$ cat src/rtl/wdt_ign_pkg.sv
package wdt_ign_pkg;
   typedef enum logic [2:0] {
      ADR_CTRL   = 3'd0,
      ADR_MATCH  = 3'd1,
      ADR_LOCK   = 3'd2,
      ADR_KICK   = 3'd3,
      ADR_MASK   = 3'd4,
      ADR_COUNT  = 3'd5,
      ADR_STATUS = 3'd6
   } wdt_adr_e;
endpackage

$ cat src/rtl/wdt_keylock.sv
module wdt_keylock #(
   parameter int               KEY_W = 2,
   parameter logic [KEY_W-1:0] KEY_A = 2'b01,
   parameter logic [KEY_W-1:0] KEY_B = 2'b10
) (
   input  logic             clk,
   input  logic             rst_n,
   input  logic             key_we,
   input  logic [KEY_W-1:0] key,
   output logic             locked
);
   logic armed;

   always_ff @(posedge clk) begin
      if (!rst_n) begin
         locked <= 1'b1;
         armed  <= 1'b0;
      end else if (key_we) begin
         if (key == KEY_A) begin
            locked <= 1'b1;
            armed  <= 1'b1;
         end else if (key == KEY_B && armed) begin
            locked <= 1'b0;
            armed  <= 1'b0;
         end else begin
            locked <= 1'b1;
            armed  <= 1'b0;
         end
      end
   end
endmodule

$ cat src/rtl/wdt_cfg_regs.sv
module wdt_cfg_regs #(
   parameter int CNT_W   = 16,
   parameter int IGN_W   = 4,
   parameter int IGN_MAX = 12
) (
   input  logic             clk,
   input  logic             rst_n,
   input  logic             locked,
   input  logic             wr_ctrl,
   input  logic             wr_match,
   input  logic             wr_mask,
   input  logic [CNT_W-1:0] wr_data,
   output logic             en_q,
   output logic [IGN_W-1:0] ign_q,
   output logic [CNT_W-1:0] match_q,
   output logic             mask_q
);
   localparam logic [IGN_W-1:0] IGN_CAP = IGN_W'(IGN_MAX);

   logic [IGN_W-1:0] ign_raw;
   logic [IGN_W-1:0] ign_new;

   always_comb begin
      ign_raw = wr_data[IGN_W:1];
      ign_new = (ign_raw > IGN_CAP) ? IGN_CAP : ign_raw;
   end

   always_ff @(posedge clk) begin
      if (!rst_n) begin
         en_q    <= 1'b0;
         ign_q   <= '0;
         match_q <= '0;
         mask_q  <= 1'b0;
      end else begin
         if (wr_ctrl && !locked) begin
            en_q  <= wr_data[0];
            ign_q <= ign_new;
         end
         if (wr_match && !locked) begin
            match_q <= wr_data;
         end
         if (wr_mask) begin
            mask_q <= wr_data[0];
         end
      end
   end
endmodule

$ cat src/rtl/wdt_match_cmp.sv
module wdt_match_cmp #(
   parameter int CNT_W   = 16,
   parameter int IGN_W   = 4,
   parameter int IGN_MAX = 12
) (
   input  logic [CNT_W-1:0] cnt,
   input  logic [CNT_W-1:0] match,
   input  logic [IGN_W-1:0] ign,
   output logic             hit
);
   localparam int CW = $clog2(CNT_W + 1);

   generate
      if (IGN_MAX == 0) begin : g_full
         assign hit = (cnt == match);
      end else begin : g_masked
         logic [CW-1:0]    ign_ext;
         logic [CNT_W-1:0] keep;
         logic [CNT_W-1:0] bit_ok;
         assign ign_ext = CW'(ign);
         for (genvar i = 0; i < CNT_W; i++) begin : g_bit
            if (i < CNT_W - IGN_MAX) begin : g_always
               assign keep[i] = 1'b1;
            end else begin : g_opt
               assign keep[i] = (ign_ext <= CW'(CNT_W - 1 - i));
            end
            assign bit_ok[i] = ~keep[i] | (cnt[i] ~^ match[i]);
         end
         assign hit = &bit_ok;
      end
   endgenerate
endmodule

$ cat src/rtl/wdt_escalate.sv
module wdt_escalate #(
   parameter int STAGES = 3,
   parameter int STG_W  = 2
) (
   input  logic             clk,
   input  logic             rst_n,
   input  logic             hit_ev,
   input  logic             kick,
   output logic [STG_W-1:0] stage,
   output logic             pending,
   output logic             fire
);
   localparam logic [STG_W-1:0] LAST = STG_W'(STAGES - 1);
   localparam logic [STG_W-1:0] FULL = STG_W'(STAGES);

   always_ff @(posedge clk) begin
      if (!rst_n) begin
         stage   <= '0;
         pending <= 1'b0;
         fire    <= 1'b0;
      end else if (kick) begin
         stage   <= '0;
         pending <= 1'b0;
      end else if (hit_ev) begin
         pending <= 1'b1;
         if (stage != FULL) stage <= stage + STG_W'(1);
         if (stage == LAST) fire <= 1'b1;
      end
   end
endmodule

$ cat src/rtl/wdt_ignore_match.sv
module wdt_ignore_match
   import wdt_ign_pkg::*;
#(
   parameter int               CNT_W   = 16,
   parameter int               IGN_MAX = 12,
   parameter int               STAGES  = 3,
   parameter int               KEY_W   = 2,
   parameter logic [KEY_W-1:0] KEY_A   = 2'b01,
   parameter logic [KEY_W-1:0] KEY_B   = 2'b10
) (
   input  logic             clk,
   input  logic             rst_n,
   input  logic             tick,
   input  logic             wr_en,
   input  logic [2:0]       wr_addr,
   input  logic [CNT_W-1:0] wr_data,
   input  logic [2:0]       rd_addr,
   output logic [CNT_W-1:0] rd_data,
   output logic             irq,
   output logic             reset_req
);
   localparam int IGN_W = $clog2(IGN_MAX + 1);
   localparam int STG_W = $clog2(STAGES + 1);

   generate
      if (IGN_MAX >= CNT_W) begin : g_bad_ign
         $error("IGN_MAX must stay below CNT_W");
      end
      if (STAGES < 1) begin : g_bad_stg
         $error("STAGES must be at least one");
      end
      if (KEY_A == KEY_B) begin : g_bad_key
         $error("unlock keys must differ");
      end
      if (CNT_W < STG_W + 3 || CNT_W < IGN_W + 1 || CNT_W < KEY_W) begin : g_bad_w
         $error("CNT_W too narrow for the register fields");
      end
   endgenerate

   logic             wr_ctrl, wr_match, wr_lock, wr_mask, kick_wr;
   logic             locked, en_q, mask_q;
   logic [IGN_W-1:0] ign_q;
   logic [CNT_W-1:0] match_q, cnt_q;
   logic             hit, hit_ev;
   logic [STG_W-1:0] stage;
   logic             pending, fire;

   always_comb begin
      wr_ctrl  = wr_en && (wr_addr == ADR_CTRL);
      wr_match = wr_en && (wr_addr == ADR_MATCH);
      wr_lock  = wr_en && (wr_addr == ADR_LOCK);
      kick_wr  = wr_en && (wr_addr == ADR_KICK);
      wr_mask  = wr_en && (wr_addr == ADR_MASK);
   end

   wdt_keylock #(.KEY_W(KEY_W), .KEY_A(KEY_A), .KEY_B(KEY_B)) u_lock (
      .clk    (clk),
      .rst_n  (rst_n),
      .key_we (wr_lock),
      .key    (wr_data[KEY_W-1:0]),
      .locked (locked)
   );

   wdt_cfg_regs #(.CNT_W(CNT_W), .IGN_W(IGN_W), .IGN_MAX(IGN_MAX)) u_cfg (
      .clk      (clk),
      .rst_n    (rst_n),
      .locked   (locked),
      .wr_ctrl  (wr_ctrl),
      .wr_match (wr_match),
      .wr_mask  (wr_mask),
      .wr_data  (wr_data),
      .en_q     (en_q),
      .ign_q    (ign_q),
      .match_q  (match_q),
      .mask_q   (mask_q)
   );

   always_ff @(posedge clk) begin
      if (!rst_n) cnt_q <= '0;
      else if (en_q && tick) cnt_q <= cnt_q + CNT_W'(1);
   end

   wdt_match_cmp #(.CNT_W(CNT_W), .IGN_W(IGN_W), .IGN_MAX(IGN_MAX)) u_cmp (
      .cnt   (cnt_q),
      .match (match_q),
      .ign   (ign_q),
      .hit   (hit)
   );

   assign hit_ev = en_q && tick && hit;

   wdt_escalate #(.STAGES(STAGES), .STG_W(STG_W)) u_esc (
      .clk     (clk),
      .rst_n   (rst_n),
      .hit_ev  (hit_ev),
      .kick    (kick_wr),
      .stage   (stage),
      .pending (pending),
      .fire    (fire)
   );

   assign irq       = pending && !mask_q;
   assign reset_req = fire && en_q;

   always_comb begin
      rd_data = '0;
      case (rd_addr)
         ADR_CTRL:   rd_data[IGN_W:0] = {ign_q, en_q};
         ADR_MATCH:  rd_data = match_q;
         ADR_MASK:   rd_data[0] = mask_q;
         ADR_COUNT:  rd_data = cnt_q;
         ADR_STATUS: rd_data[STG_W+2:0] = {locked, fire, stage, pending};
         default:    rd_data = '0;
      endcase
   end
endmodule

$ cat config.mk
export PLATFORM = sky130hd
export DESIGN_NAME = wdt_ignore_match
export DESIGN_NICKNAME = d
export VERILOG_FILES = /design/src/rtl/wdt_ign_pkg.sv /design/src/rtl/wdt_keylock.sv /design/src/rtl/wdt_cfg_regs.sv /design/src/rtl/wdt_match_cmp.sv /design/src/rtl/wdt_escalate.sv /design/src/rtl/wdt_ignore_match.sv
export SDC_FILE = /design/constraint.sdc
export NUM_CORES = 1
export LEC_CHECK = 0
export ABC_AREA = 1
export ABC_CLOCK_PERIOD_IN_PS = 1300
export BUFFER_PORTS_ARGS = -buffer_cell sky130_fd_sc_hd__buf_2
export CAP_MARGIN = 20
export CORE_MARGIN = 2
export CORE_UTILIZATION = 50
export DETAILED_ROUTE_END_ITERATION = 8
export PLACE_DENSITY = 0.84
export SETUP_SLACK_MARGIN = 0.5
export SYNTH_ARGS = -nofsm -noshare
export SYNTH_HDL_FRONTEND = slang
export SYNTH_SLANG_ARGS = --single-unit
$ cat constraint.sdc
create_clock -name clk -period 1.3 [get_ports clk]
set_input_delay 0.13 -clock clk [delete_from_list [all_inputs] [get_ports clk]]
set_output_delay 0.13 -clock clk [all_outputs]
set_load 0.05 [all_outputs]
==> metrics.txt, run 1 <==
syn_area_per_cell 6.472 sq um; Netlist cell types 33; cts repair resizes 197; main combinational cell family by area after synthesis simple AND/OR/NAND/NOR gates; die height 74.32 microns; outcome stopped before the end; error message [ERROR DPL-0033] detailed placement checks failed during check placement.; warnings from Yosys 0; Initial Util 52.00%; Cell Area, Synth 2472 sq um; register bit total from synthesis 44; RD Place Congestion 0.9523; Post-Synth Simple-Gate Area 29.76%; io pins 44; post-synthesis adder-cell area fraction 1.518%; H-tree level count 2; Core Rows 25; Root Driver clkbuf_8; Compound-Gate Fraction of Synth Area 19.69%; CTS Sinks 44; Longest Clk Path Bufs 2; detailed placement HPWL 5945 microns; number of buffers created by CTS 5; Post-Synthesis Cells 382; placed insts 530; Die W 74.32 microns; mux contribution to synthesized area 0%; Post-CTS Setup Inserts 35; failing step 4_1_cts; hold_buf cts 0; xor and xnor area share after synthesis 2.834%; syn nets 411; Post-DP Area 3566 sq um; Seq/Total Area, Yosys 35.63%; Buffers on Ports 43
-- Yosys cell counts --
cell type / n / share of area [%]
o21a_1: 1 / 0.30
a21o_1: 1 / 0.30
inv_1: 52 / 7.9
nor4_2: 1 / 0.51
nor4_1: 1 / 0.25
dfxtp_1: 44 / 36
inv_2: 3 / 0.46
a21oi_1: 35 / 7.1
nor3b_1: 1 / 0.30
o21ai_1: 1 / 0.20
xor2_1: 8 / 2.8
buf_2: 2 / 0.40
nand2_1: 77 / 12
nand4_1: 6 / 1.5
o22ai_1: 6 / 1.5
o221ai_1: 1 / 0.35
nor2_1: 48 / 7.3
nand2_2: 1 / 0.25
buf_4: 3 / 0.91
nor2_2: 3 / 0.76
o211ai_1: 1 / 0.30
and3_1: 1 / 0.25
nor2_4: 1 / 0.46
buf_1: 1 / 0.15
o21ai_0: 41 / 8.3
ha_1: 3 / 1.5
a22o_1: 1 / 0.35
clkbuf_1: 5 / 0.76
nor3_1: 13 / 2.6
a31oi_1: 1 / 0.25
nand3_1: 15 / 3.0
nor3_2: 2 / 0.81
o2111ai_1: 2 / 0.71
-- cells by family after synthesis --
group / after synthesis
XOR/XNOR: 8
AND/OR/NAND/NOR: 170
adder cells (fa/ha/maj): 3
flip-flops: 44
buffers and inverters: 66
AO/OA/AOI/OAI: 91
-- through the flow --
step	util (%)	worst slack [ps]
after detailed placement	75.00	-155.9
after global placement	75.00	-136.0
after floorplan	-	-12.35
==> run 2, diff against run 1 <==
ABC_CLOCK_PERIOD_IN_PS = 1700   (was 1300)
CORE_UTILIZATION = 40   (was 50)
PLACE_DENSITY = not set   (was 0.84)
PLACE_DENSITY_LB_ADDON = 0.15   (was not set)
SETUP_SLACK_MARGIN = not set   (was 0.5)
clock period = 1.7 ns   (was 1.3 ns; I/O delays follow)
==> metrics.txt, run 2 <==
cells along the critical path inv_1, o21ai_0, buf_2; R2R cell count 9; Synth top cells by count nand2_1, inv_1, nor2_1; WL final 6745 microns; hold_buf cts 0 (unchanged); Buffers on Ports 43 (unchanged); min Tclk post-route 1569 ps; number of global-route vias before repair 2214; footprint of the multi-input gates 1335 sq um; warnings from Yosys 0 (unchanged); Max Slew Vio Count 0; post-synthesis adder-cell area fraction 1.518% (unchanged); P&R area growth vs syn 18.57%; part of the cycle the worst path needs 92.28%; syn nets 411 (unchanged); Max IR drop VDD 0.0003482 V; register bit total from synthesis 44 (unchanged); Compound-Gate Fraction of Synth Area 19.69% (unchanged); Core Rows 28 (+12%); slowest CP cell dfxtp_1; wire per inst 13.30 microns; Fin Hold WS 86.50 ps; Via Count 2521; Post-Synth Simple-Gate Area 29.76% (unchanged); Crit Reg-Reg Startpoint u_cfg.ign_q[3]$_SDFFE_PN0P_; io pins 44 (unchanged); Pwr Density 686.3 nW/um^2; slowest cell delay on critical path 460 ps; syn_area_per_cell 6.472 sq um (unchanged); register area 883.3 sq um; Initial Util 41.51% (-10 points); Worst Skew 7.369 ps; core area 5956 sq um; Hold Path Sink u_cfg.match_q[6]$_SDFFE_PN0P_; Clk Latency, worst-skew pair 300 ps; Achievable Freq 0.6374 GHz; worst min path class primary input to flop; largest registers cnt_q: 16 flops, u_cfg.match_q: 16 flops, u_cfg.ign_q: 4 flops; RD Place Congestion 0.8424 (-12%); drt first pass iters 4; xor and xnor area share after synthesis 2.834% (unchanged); ratio of cells with drive above 1 in the final layout 17.36%; Post-Synthesis Cells 382 (unchanged); Hold Path Stages 3; DRT iter0 DRCs 149; CTS Sinks 44 (unchanged); CP Data Required Time 1530 ps; outcome finished clean; commonest non-fill, non-tap cell in the layout nand2_1; cell taking the most area after synthesis dfxtp_1; final hold viol count 0; Main synth FF type dfxtp_1; Cell Area, Synth 2472 sq um (unchanged); initial antenna violation count 0; nets@finish 460; EDFF count, synth 0 (unchanged); Die W 82.62 microns (+11%); CTS tree yes; Critical Path AT 1400 ps; final instance area 2932 sq um; Worst-path clk slew 100 ps; vias per cell 4.972; Worst Max-Slew Pin Slew 423.2 ps; Netlist cell types 33 (unchanged); Longest Clk Path Bufs 2 (unchanged); CP Class flop to primary output; most instantiated library cell after synthesis nand2_1; number of buffers created by CTS 5 (unchanged); crit end category primary output; top post-synthesis cells by area dfxtp_1, nand2_1, o21ai_0; max-cap violations 0; worst flop-to-flop path endpoint u_esc.stage[1]$_SDFFE_PP0P_; highest-count cells in the layout ignoring fill and taps nand2_1, inv_1, nor2_1, dfxtp_1, buf_2; GRT Util Overall 20.82%; Top Family by Delay on Critical Path flip-flops; H-tree level count 2 (unchanged); antenna-violating nets left 0; ANT cells 0; Leak 1.311 nW; Seq/Total Area, Yosys 35.63% (unchanged); mux contribution to synthesized area 0% (unchanged); FF-to-FF setup slack 180 ps; Worst setup SP type flop; Root Driver clkbuf_8; Worst Hold Launch wr_data[6]; buffers plus inverters on the worst setup path 2; crit-path max FO 6; first-pass GRT wire length 10820 microns; largest net degree at the start of global routing 28; Post-synth ARST share 0% (unchanged); die height 82.62 microns (+11%); relative slew slack 71.55%; main combinational cell family by area after synthesis simple AND/OR/NAND/NOR gates; fillcell total 645; die area 6826 sq um; Overflow after GRT 0; endpoints failing setup 0; area share of the largest cell type after synthesis 35.63% (unchanged); Post-DP Area 2801 sq um (-21%); DR DRC count 0; detailed placement HPWL 5087 microns (-14%); RSZ-0062 raised after global routing no
## run 2: cell families after synthesis
| group | after synthesis |
|---|---|
| flops | 44 |
| fa+ha+maj | 3 |
| compound gates | 91 |
| buf+inv | 66 |
| xor+xnor | 8 |
| simple gates | 170 |
## run 2: worst max path at each step
stage | from | to | slack [ps] | cells past startpoint
after floorplan | rd_addr[2] | rd_data[12] | -350 | 5
after global placement | rd_addr[1] | rd_data[15] | 100 | 6
after detailed placement | rd_addr[1] | rd_data[15] | 90 | 6
after CTS | rd_addr[1] | rd_data[15] | 80 | 6
after global routing | u_cfg.ign_q[3]$_SDFFE_PN0P_ | u_esc.stage[0]$_SDFFE_PP0P_ | 9 | 11
final | cnt_q[6]$_SDFFE_PN0P_ | rd_data[6] | 130 | 3
## run 2: metal layers
layer	vias to the layer above	global-route usage, %	share of wire, %
met2	63	31.61	43
met1	1114	30.92	52
met5	-	0	0
met3	2	3.696	4.3
li1	1342	-	-
met4	0	3.934	0.47
## run 2: final cells by class
| cell class | instances | area share [%] |
|---|---|---|
| Timing Repair Buffer | 53 | 10.16 |
| Tap cell | 75 | 3.201 |
| Sequential cell | 44 | 30.13 |
| Inverter | 55 | 7.042 |
| Clock inverter | 3 | 1.579 |
| Multi-Input combinational cell | 272 | 45.54 |
| Clock buffer | 5 | 2.347 |
## run 2: worst min-delay path: cells and delay by family
kind	cells	cell delay [ps]
and+or+nand+nor	2	110
buffers and inverters	1	70
## run 2: where the power goes
part	switching, mW	internal (mW)	leakage (nW)
Combinational	0.0788	0.0459	0.900
Clock	0.406	0.444	0.0548
Sequential	0.00352	1.03	0.356
Total	0.489	1.52	1.31
## run 2: what timing repair did
| item | CTS | global route |
|---|---|---|
| setup buffers | 0 | 0 |
| hold endpoints to repair | 0 | 0 |
| setup endpoints to repair | 0 | 5 |
| resized for setup | 0 | 7 |
## run 2: through the flow
| stage | TNS (ps) | power, mW | instances | setup WS (ps) | utilization (%) |
|---|---|---|---|---|---|
| 6_report | 0 | 2.012 | 507 | 131.2 | 49.22 |
| 5_1_grt | 0 | 2.089 | 507 | 9.010 | 49.22 |
| 4_1_cts | 0 | 2.024 | 507 | 83.11 | 48.97 |
| 3_5_place_dp | 0 | 1.184 | 499 | 94.04 | 47.04 |
| 3_3_place_gp | 0 | 1.184 | 499 | 96.83 | 47.04 |
| 2_1_floorplan | -2151 | 1.122 | 382 | -346.5 | - |
Power figures use the tool's default switching activity.
==> run 3, diff against run 2 <==
ABC_AREA = not set   (was 1)
==> metrics.txt, run 3 <==
Core Rows 28 (unchanged); Worst Max-Slew Pin Slew 397.7 ps (-25.47 ps); RSZ-0062 raised after global routing yes; Root Driver clkbuf_8; part of the cycle the worst path needs 92.74% (+0.46 points); commonest non-fill, non-tap cell in the layout buf_2; die area 6984 sq um (+2.3%); Worst-path clk slew 80 ps (-20 ps); CTS tree yes; worst min path class primary input to flop; min Tclk post-route 1577 ps (+7.741 ps); hold_buf cts 0 (unchanged); outcome finished clean; CP Class flop to primary output; WL final 5714 microns (-15%); crit end category primary output; largest net degree at the start of global routing 42 (+50%); wire per inst 14.25 microns (+7.1%); ratio of cells with drive above 1 in the final layout 25.77% (+8.4 points); drt first pass iters 4 (unchanged); GRT Util Overall 16.90% (-3.9 points); Longest Clk Path Bufs 2 (unchanged); fillcell total 598 (-7.3%); warnings from Yosys 0 (unchanged); die height 83.57 microns (+1.1%); Via Count 2022 (-20%); max-cap violations 0 (unchanged); Tot Pwr 1.915 mW (-4.8%); Post-Synthesis Cells 281 (-26%); Netlist cell types 41 (+24%); antenna-violating nets left 0 (unchanged); syn_area_per_cell 9.012 sq um (+39%); crit-path max FO 3 (-3); detailed placement HPWL 4259 microns (-16%); Worst setup SP type flop; register bit total from synthesis 44 (unchanged); CP Data Required Time 1530 ps (about the same); Final TNS setup 0 ps (unchanged); Power Internal 1.499 mW (-1.6%); P&R area growth vs syn 17.29%; final hold viol count 0 (unchanged); Post-DP Area 2835 sq um (+1.2%); Post-CTS Setup Inserts 0 (unchanged); Main synth FF type dfxtp_1; CTS Sinks 44 (unchanged); footprint of the multi-input gates 1554 sq um (+16%); top post-synthesis cells by area dfxtp_1, mux2i_1, xnor2_1; DR DRC count 0 (unchanged); area share of the largest cell type after synthesis 34.78% (-0.84 points); Buffers on Ports 43 (unchanged); Pwr Density 644.8 nW/um^2 (-6.0%); Overflow after GRT 0 (unchanged); Synth top cells by count dfxtp_1, mux2i_1, nand2_1; ANT cells 0 (unchanged); H-tree level count 2 (unchanged); most instantiated library cell after synthesis dfxtp_1; Reg power frac 53.6% (+2.0 points); Cell Area, Synth 2532 sq um (+2.4%); final instance area 2970 sq um (+1.3%); Switching Fraction 21.72% (-2.6 points); syn nets 310 (-25%); first-pass GRT wire length 9556 microns (-12%); Achievable Freq 0.6343 GHz (-0.49%); Setup WS pre-CTS 46.69 ps (-47.35 ps); Leak 1.372 nW (+4.7%); clock network power share 40.3% (-1.9 points); Gate power share 6.1% (about the same); Die W 83.57 microns (+1.1%); cell taking the most area after synthesis dfxtp_1; register area 899.6 sq um (+1.8%); nets@finish 356 (-23%); Seq/Total Area, Yosys 34.78% (-0.84 points); slowest cell delay on critical path 350 ps (-110 ps); Critical Path AT 1410 ps (about the same); largest registers cnt_q: 16 flops, u_cfg.match_q: 16 flops, u_cfg.ign_q: 4 flops; Worst Skew 8.159 ps (+0.7907 ps); Post-synth ARST share 0% (unchanged); initial antenna violation count 0 (unchanged); RD Place Congestion 0.7847 (-6.8%); EDFF count, synth 0 (unchanged); Fin Hold WS 124.0 ps (+37.55 ps); Initial Util 42.03% (+0.51 points); Clk Latency, worst-skew pair 290 ps (about the same); number of buffers created by CTS 5 (unchanged); switching power 0.4161 mW (-15%); Max IR drop VDD 0.0003847 V (+10%); highest-count cells in the layout ignoring fill and taps buf_2, mux2i_1, dfxtp_1, nand2_1; Final Worst Setup Slack 123.5 ps (-7.741 ps); io pins 44 (unchanged); DRT iter0 DRCs 72 (-52%); endpoints failing setup 0 (unchanged); number of global-route vias before repair 2007 (-9.3%); slowest CP cell dfxtp_1; core area 6026 sq um (+1.2%); vias per cell 5.042 (+1.4%); relative slew slack 73.49% (+1.9 points); Max Slew Vio Count 0 (unchanged); cells along the critical path buf_4, inv_1, o22ai_1, a22o_1, buf_2
-- run 3: cells by family (layout without fill, tap and decap cells) --
| kind of cell | count (synthesis) | in the layout | synth area share (%) |
|---|---|---|---|
| AO/OA/AOI/OAI | 36 | 36 | 9.387 |
| XOR/XNOR | 30 | 30 | 10.38 |
| adder cells (fa/ha/maj) | 3 | 3 | 1.482 |
| buffers and inverters | 21 | 66 | 4.545 |
| flip-flops | 44 | 44 | 34.78 |
| multiplexers | 37 | 37 | 14.67 |
| AND/OR/NAND/NOR | 110 | 110 | 24.75 |
-- run 3: cell type report --
cell class / instances / area share (%)
Clock buffer: 5 / 2.317
Sequential cell: 44 / 30.29
Clock inverter: 1 / 1.011
Timing Repair Buffer: 55 / 10.28
Tap cell: 75 / 3.159
Inverter: 5 / 0.6318
Multi-Input combinational cell: 216 / 52.32
-- run 3: critical path, delay by kind of cell, from the launching register on --
family / cells / cell delay [ps]
compound gates: 2 / 300
flops: 1 / 350
buf+inv: 3 / 460
-- run 3: metal layers --
layer | GRT usage [%] | vias up | part of all wire (%)
met5 | 0 | - | 0
met4 | 5.425 | 0 | 1.4
met3 | 2.572 | 7 | 2.5
met2 | 27.13 | 26 | 46
met1 | 23.24 | 938 | 50
li1 | - | 1051 | -
-- run 3: timing repair --
| action | CTS | global route |
|---|---|---|
| setup endpoints to repair | 0 | 5 |
| gates resized for setup | 0 | 17 |
| hold endpoints to repair | 0 | 0 |
-- run 3: power groups by stage --
stage / combinational, mW / sequential, mW / clock, mW
after global routing: 0.127 / 1.03 / 0.826
after global placement: 0.117 / 1.06 / 0
after detailed placement: 0.117 / 1.06 / 0
final: 0.116 / 1.03 / 0.772
after floorplan: 0.0594 / 1.06 / 0
after CTS: 0.117 / 1.03 / 0.792
-- run 3: through the flow --
stage / std cells / utilization, %
global route: 401 / 49.29
detailed placement: 395 / 47.05
CTS: 401 / 48.69
global placement: 395 / 47.05
floorplan: 281 / -
finish: 401 / 49.29
-- run 3: final timing paths --
kind	startpoint	depth (start not counted)	to	slack [ps]
worst max register to register	cnt_q[1]$_SDFFE_PN0P_	7	cnt_q[12]$_SDFFE_PN0P_	130
worst min-delay path	wr_data[6]	3	u_cfg.match_q[6]$_SDFFE_PN0P_	120
worst max-delay path	cnt_q[0]$_SDFFE_PN0P_	5	rd_data[0]	120
worst min register to register	u_lock.armed$_SDFFE_PN0P_	2	u_lock.armed$_SDFFE_PN0P_	500
==> run 4, diff against run 3 <==
ABC_CLOCK_PERIOD_IN_PS = 1600   (was 1700)
REMOVE_ABC_BUFFERS = 1   (was not set)
SYNTH_HIERARCHICAL = 1   (was not set)
clock period = 1.6 ns   (was 1.7 ns; I/O delays follow)
==> metrics.txt, run 4 <==
highest-count cells in the layout ignoring fill and taps buf_4, nand2_1, buf_2, nor2_1, dfxtp_1; Initial Util 41.88% (-0.15 points); Seq/Total Area, Yosys 35.11% (+0.33 points); Synth top cells by count nand2_1, dfxtp_1, nor2_1; placed insts 459 (+16%); CTS Sinks 44 (unchanged); wire per inst 14.79 microns (+3.8%); Fin Hold WS 86.57 ps (-37.48 ps); area share of the largest cell type after synthesis 35.11% (+0.33 points); CTS tree yes; part of the cycle the worst path needs 120.0%; post-synthesis adder-cell area fraction 1.496% (+0.014 points); Overflow after GRT 0 (unchanged); RSZ-0062 raised after global routing yes; cell taking the most area after synthesis dfxtp_1; Hold Path Sink u_cfg/match_q[5]$_SDFFE_PN0P_; Leak 1.508 nW (+9.9%); Tot Pwr 2.234 mW (+17%); Post-Synth Simple-Gate Area 27.33% (+2.6 points); CP Data Required Time 1790 ps (+260 ps); Critical Path AT 2110 ps (+700 ps); vias per cell 5.089 (+0.92%); main combinational cell family by area after synthesis simple AND/OR/NAND/NOR gates; H-tree level count 2 (unchanged); Worst Hold Launch wr_data[5]; Crit Reg-Reg Startpoint cnt_q[5]$_SDFFE_PN0P_; Via Count 2402 (+19%); Worst-path clk slew 90 ps (about the same); Pwr Density 646.4 nW/um^2 (+0.24%); detailed placement HPWL 5143 microns (+21%); Final TNS setup -1127 ps (-1127 ps); Post-synth ARST share 0% (unchanged); Cell Area, Synth 2509 sq um (-0.94%); Compound-Gate Fraction of Synth Area 13.77% (+4.4 points); Netlist cell types 48 (+17%); antenna-violating nets left 0 (unchanged); Max Slew Vio Count 0 (unchanged); top post-synthesis cells by area dfxtp_1, mux2i_1, nand2_1; drt first pass iters 4 (unchanged); P&R area growth vs syn 37.76%; largest net degree at the start of global routing 19 (-55%); relative slew slack 58.81% (-15 points); GRT Util Overall 20.27% (+3.4 points); Die W 83.20 microns (-0.45%); Core Rows 28 (unchanged); Hold Path Stages 3 (unchanged); register bit total from synthesis 44 (unchanged); Buffers on Ports 43 (unchanged); largest registers cnt_q: 16 flops, u_cfg/match_q: 16 flops, u_cfg/ign_q: 4 flops; EDFF count, synth 0 (unchanged); DRT iter0 DRCs 134 (+86%); Final Worst Setup Slack -320.1 ps (-443.6 ps); Setup WS pre-CTS -356.6 ps (-403.3 ps); ANT cells 0 (unchanged); mux contribution to synthesized area 8.479% (-6.2 points); RD Place Congestion 0.8650 (+10%); xor and xnor area share after synthesis 10.12% (-0.25 points); Worst Max-Slew Pin Slew 617.1 ps (+219.4 ps); DR DRC count 0 (unchanged); Achievable Freq 0.5208 GHz; die area 6921 sq um (-0.90%); warnings from Yosys 6 (+6); CP Class flop to flop; Root Driver clkbuf_8; io pins 44 (unchanged); core area 5991 sq um (-0.58%); commonest non-fill, non-tap cell in the layout buf_4; Worst setup SP type flop; die height 83.20 microns (-0.45%); worst flop-to-flop path endpoint u_esc/stage[0]$_SDFFE_PP0P_; number of global-route vias before repair 2279 (+14%); failing checks setup timing; Max IR drop VDD 0.0004122 V (+7.2%); Longest Clk Path Bufs 2 (unchanged); Finished Layout Cells 472 (+18%); nets@finish 426 (+20%); hold_buf cts 0 (unchanged); first-pass GRT wire length 11320 microns (+18%); outcome finished with violations; FF-to-FF setup slack -320 ps (-450 ps); max-cap violations 0 (unchanged); Clk Latency, worst-skew pair 300 ps (about the same); ratio of cells with drive above 1 in the final layout 37.28% (+12 points); worst min path class primary input to flop; Worst Skew 6.895 ps (-1.264 ps); number of buffers created by CTS 5 (unchanged); fillcell total 560 (-6.4%); initial antenna violation count 0 (unchanged); crit end category flop; most instantiated library cell after synthesis nand2_1; Main synth FF type dfxtp_1; WL final 6981 microns (+22%); crit-path max FO 3 (unchanged); Post-Synthesis Cells 303 (+7.8%); syn_area_per_cell 8.279 sq um (-8.1%); final hold viol count 0 (unchanged); R2R cell count 10 (+3); endpoints failing setup 7 (+7); min Tclk post-route 1920 ps
run 4: cell types whose count changed in the layout (fill, tap and decap cells not counted), sizes merged, moves of 12 or more:
| cell | change |
|---|---|
| nor2 | +18 |
| a21boi | +12 |
| and2 | -18 |
| buf | +46 |
| nand2 | +26 |
| nor2b | -12 |
| mux2i | -17 |
run 4: metrics by stage:
stage	instance area, sq um	util [%]
after detailed placement	3127	52.19
after floorplan	2427	-
after CTS	3366	56.18
after global routing	3456	57.69
final	3456	57.69
after global placement	3127	52.19
run 4: timing repair:
item	4_1_cts	5_1_grt
cloned	0	0
setup buffers	4	3
endpoints found under the hold margin	0	0
endpoints found under the setup margin	12	14
gates resized for setup	31	23
pin swaps	10	9
run 4: kinds of logic after synthesis:
group,count (synthesis)
xor+xnor,29
mux,21
simple gates,137
flops,44
buf+inv,17
fa+ha+maj,3
compound gates,52
run 4: final cells by class:
class                           count  area (sq um)  share of cell area (%)
Timing Repair Buffer              101         708.2                   20.49
Sequential cell                    44         899.6                   26.03
Clock buffer                        5         68.82                   1.991
Inverter                            3         11.26                  0.3259
Tap cell                           75         93.84                   2.715
Clock inverter                      2         60.06                   1.738
Multi-Input combinational cell    242          1614                   46.71
run 4: routing by layer:
metal | GRT usage [%] | up-vias | routed length, microns
met5 | 0 | - | 0
met4 | 5.812 | 0 | 63
met3 | 3.280 | 6 | 336
met2 | 28.81 | 64 | 2984
met1 | 31.20 | 1105 | 3595
li1 | - | 1227 | -
run 4: report_power, final:
group | total, mW | switching [mW] | internal (mW) | leakage, nW
clock | 1.01 | 0.394 | 0.615 | 0.0642
combinational | 0.131 | 0.0766 | 0.0546 | 1.08
sequential | 1.09 | 0.000619 | 1.09 | 0.361
run 4: critical path: stages, from the launching register on:
cell and delay [ps]:
dfxtp_2 330, xnor2_1 160, a31oi_1 70, a21oi_1 170
buf_4 140, a21oi_2 50, nor4_2 300, and3_1 220
nor2b_4 180, xnor2_1 120, nor2_1 50
run 4: worst max-delay path by stage:
stage / startpoint / to / slack [ps]
floorplan: cnt_q[4]$_SDFFE_PN0P_ / rd_data[4] / -320
global placement: u_cfg/ign_q[1]$_SDFFE_PN0P_ / u_esc/stage[1]$_SDFFE_PP0P_ / -290
detailed placement: u_cfg/ign_q[1]$_SDFFE_PN0P_ / u_esc/stage[1]$_SDFFE_PP0P_ / -360
CTS: cnt_q[5]$_SDFFE_PN0P_ / u_esc/stage[0]$_SDFFE_PP0P_ / -270
global route: u_cfg/match_q[2]$_SDFFE_PN0P_ / u_esc/stage[0]$_SDFFE_PP0P_ / -470
finish: cnt_q[5]$_SDFFE_PN0P_ / u_esc/stage[0]$_SDFFE_PP0P_ / -320
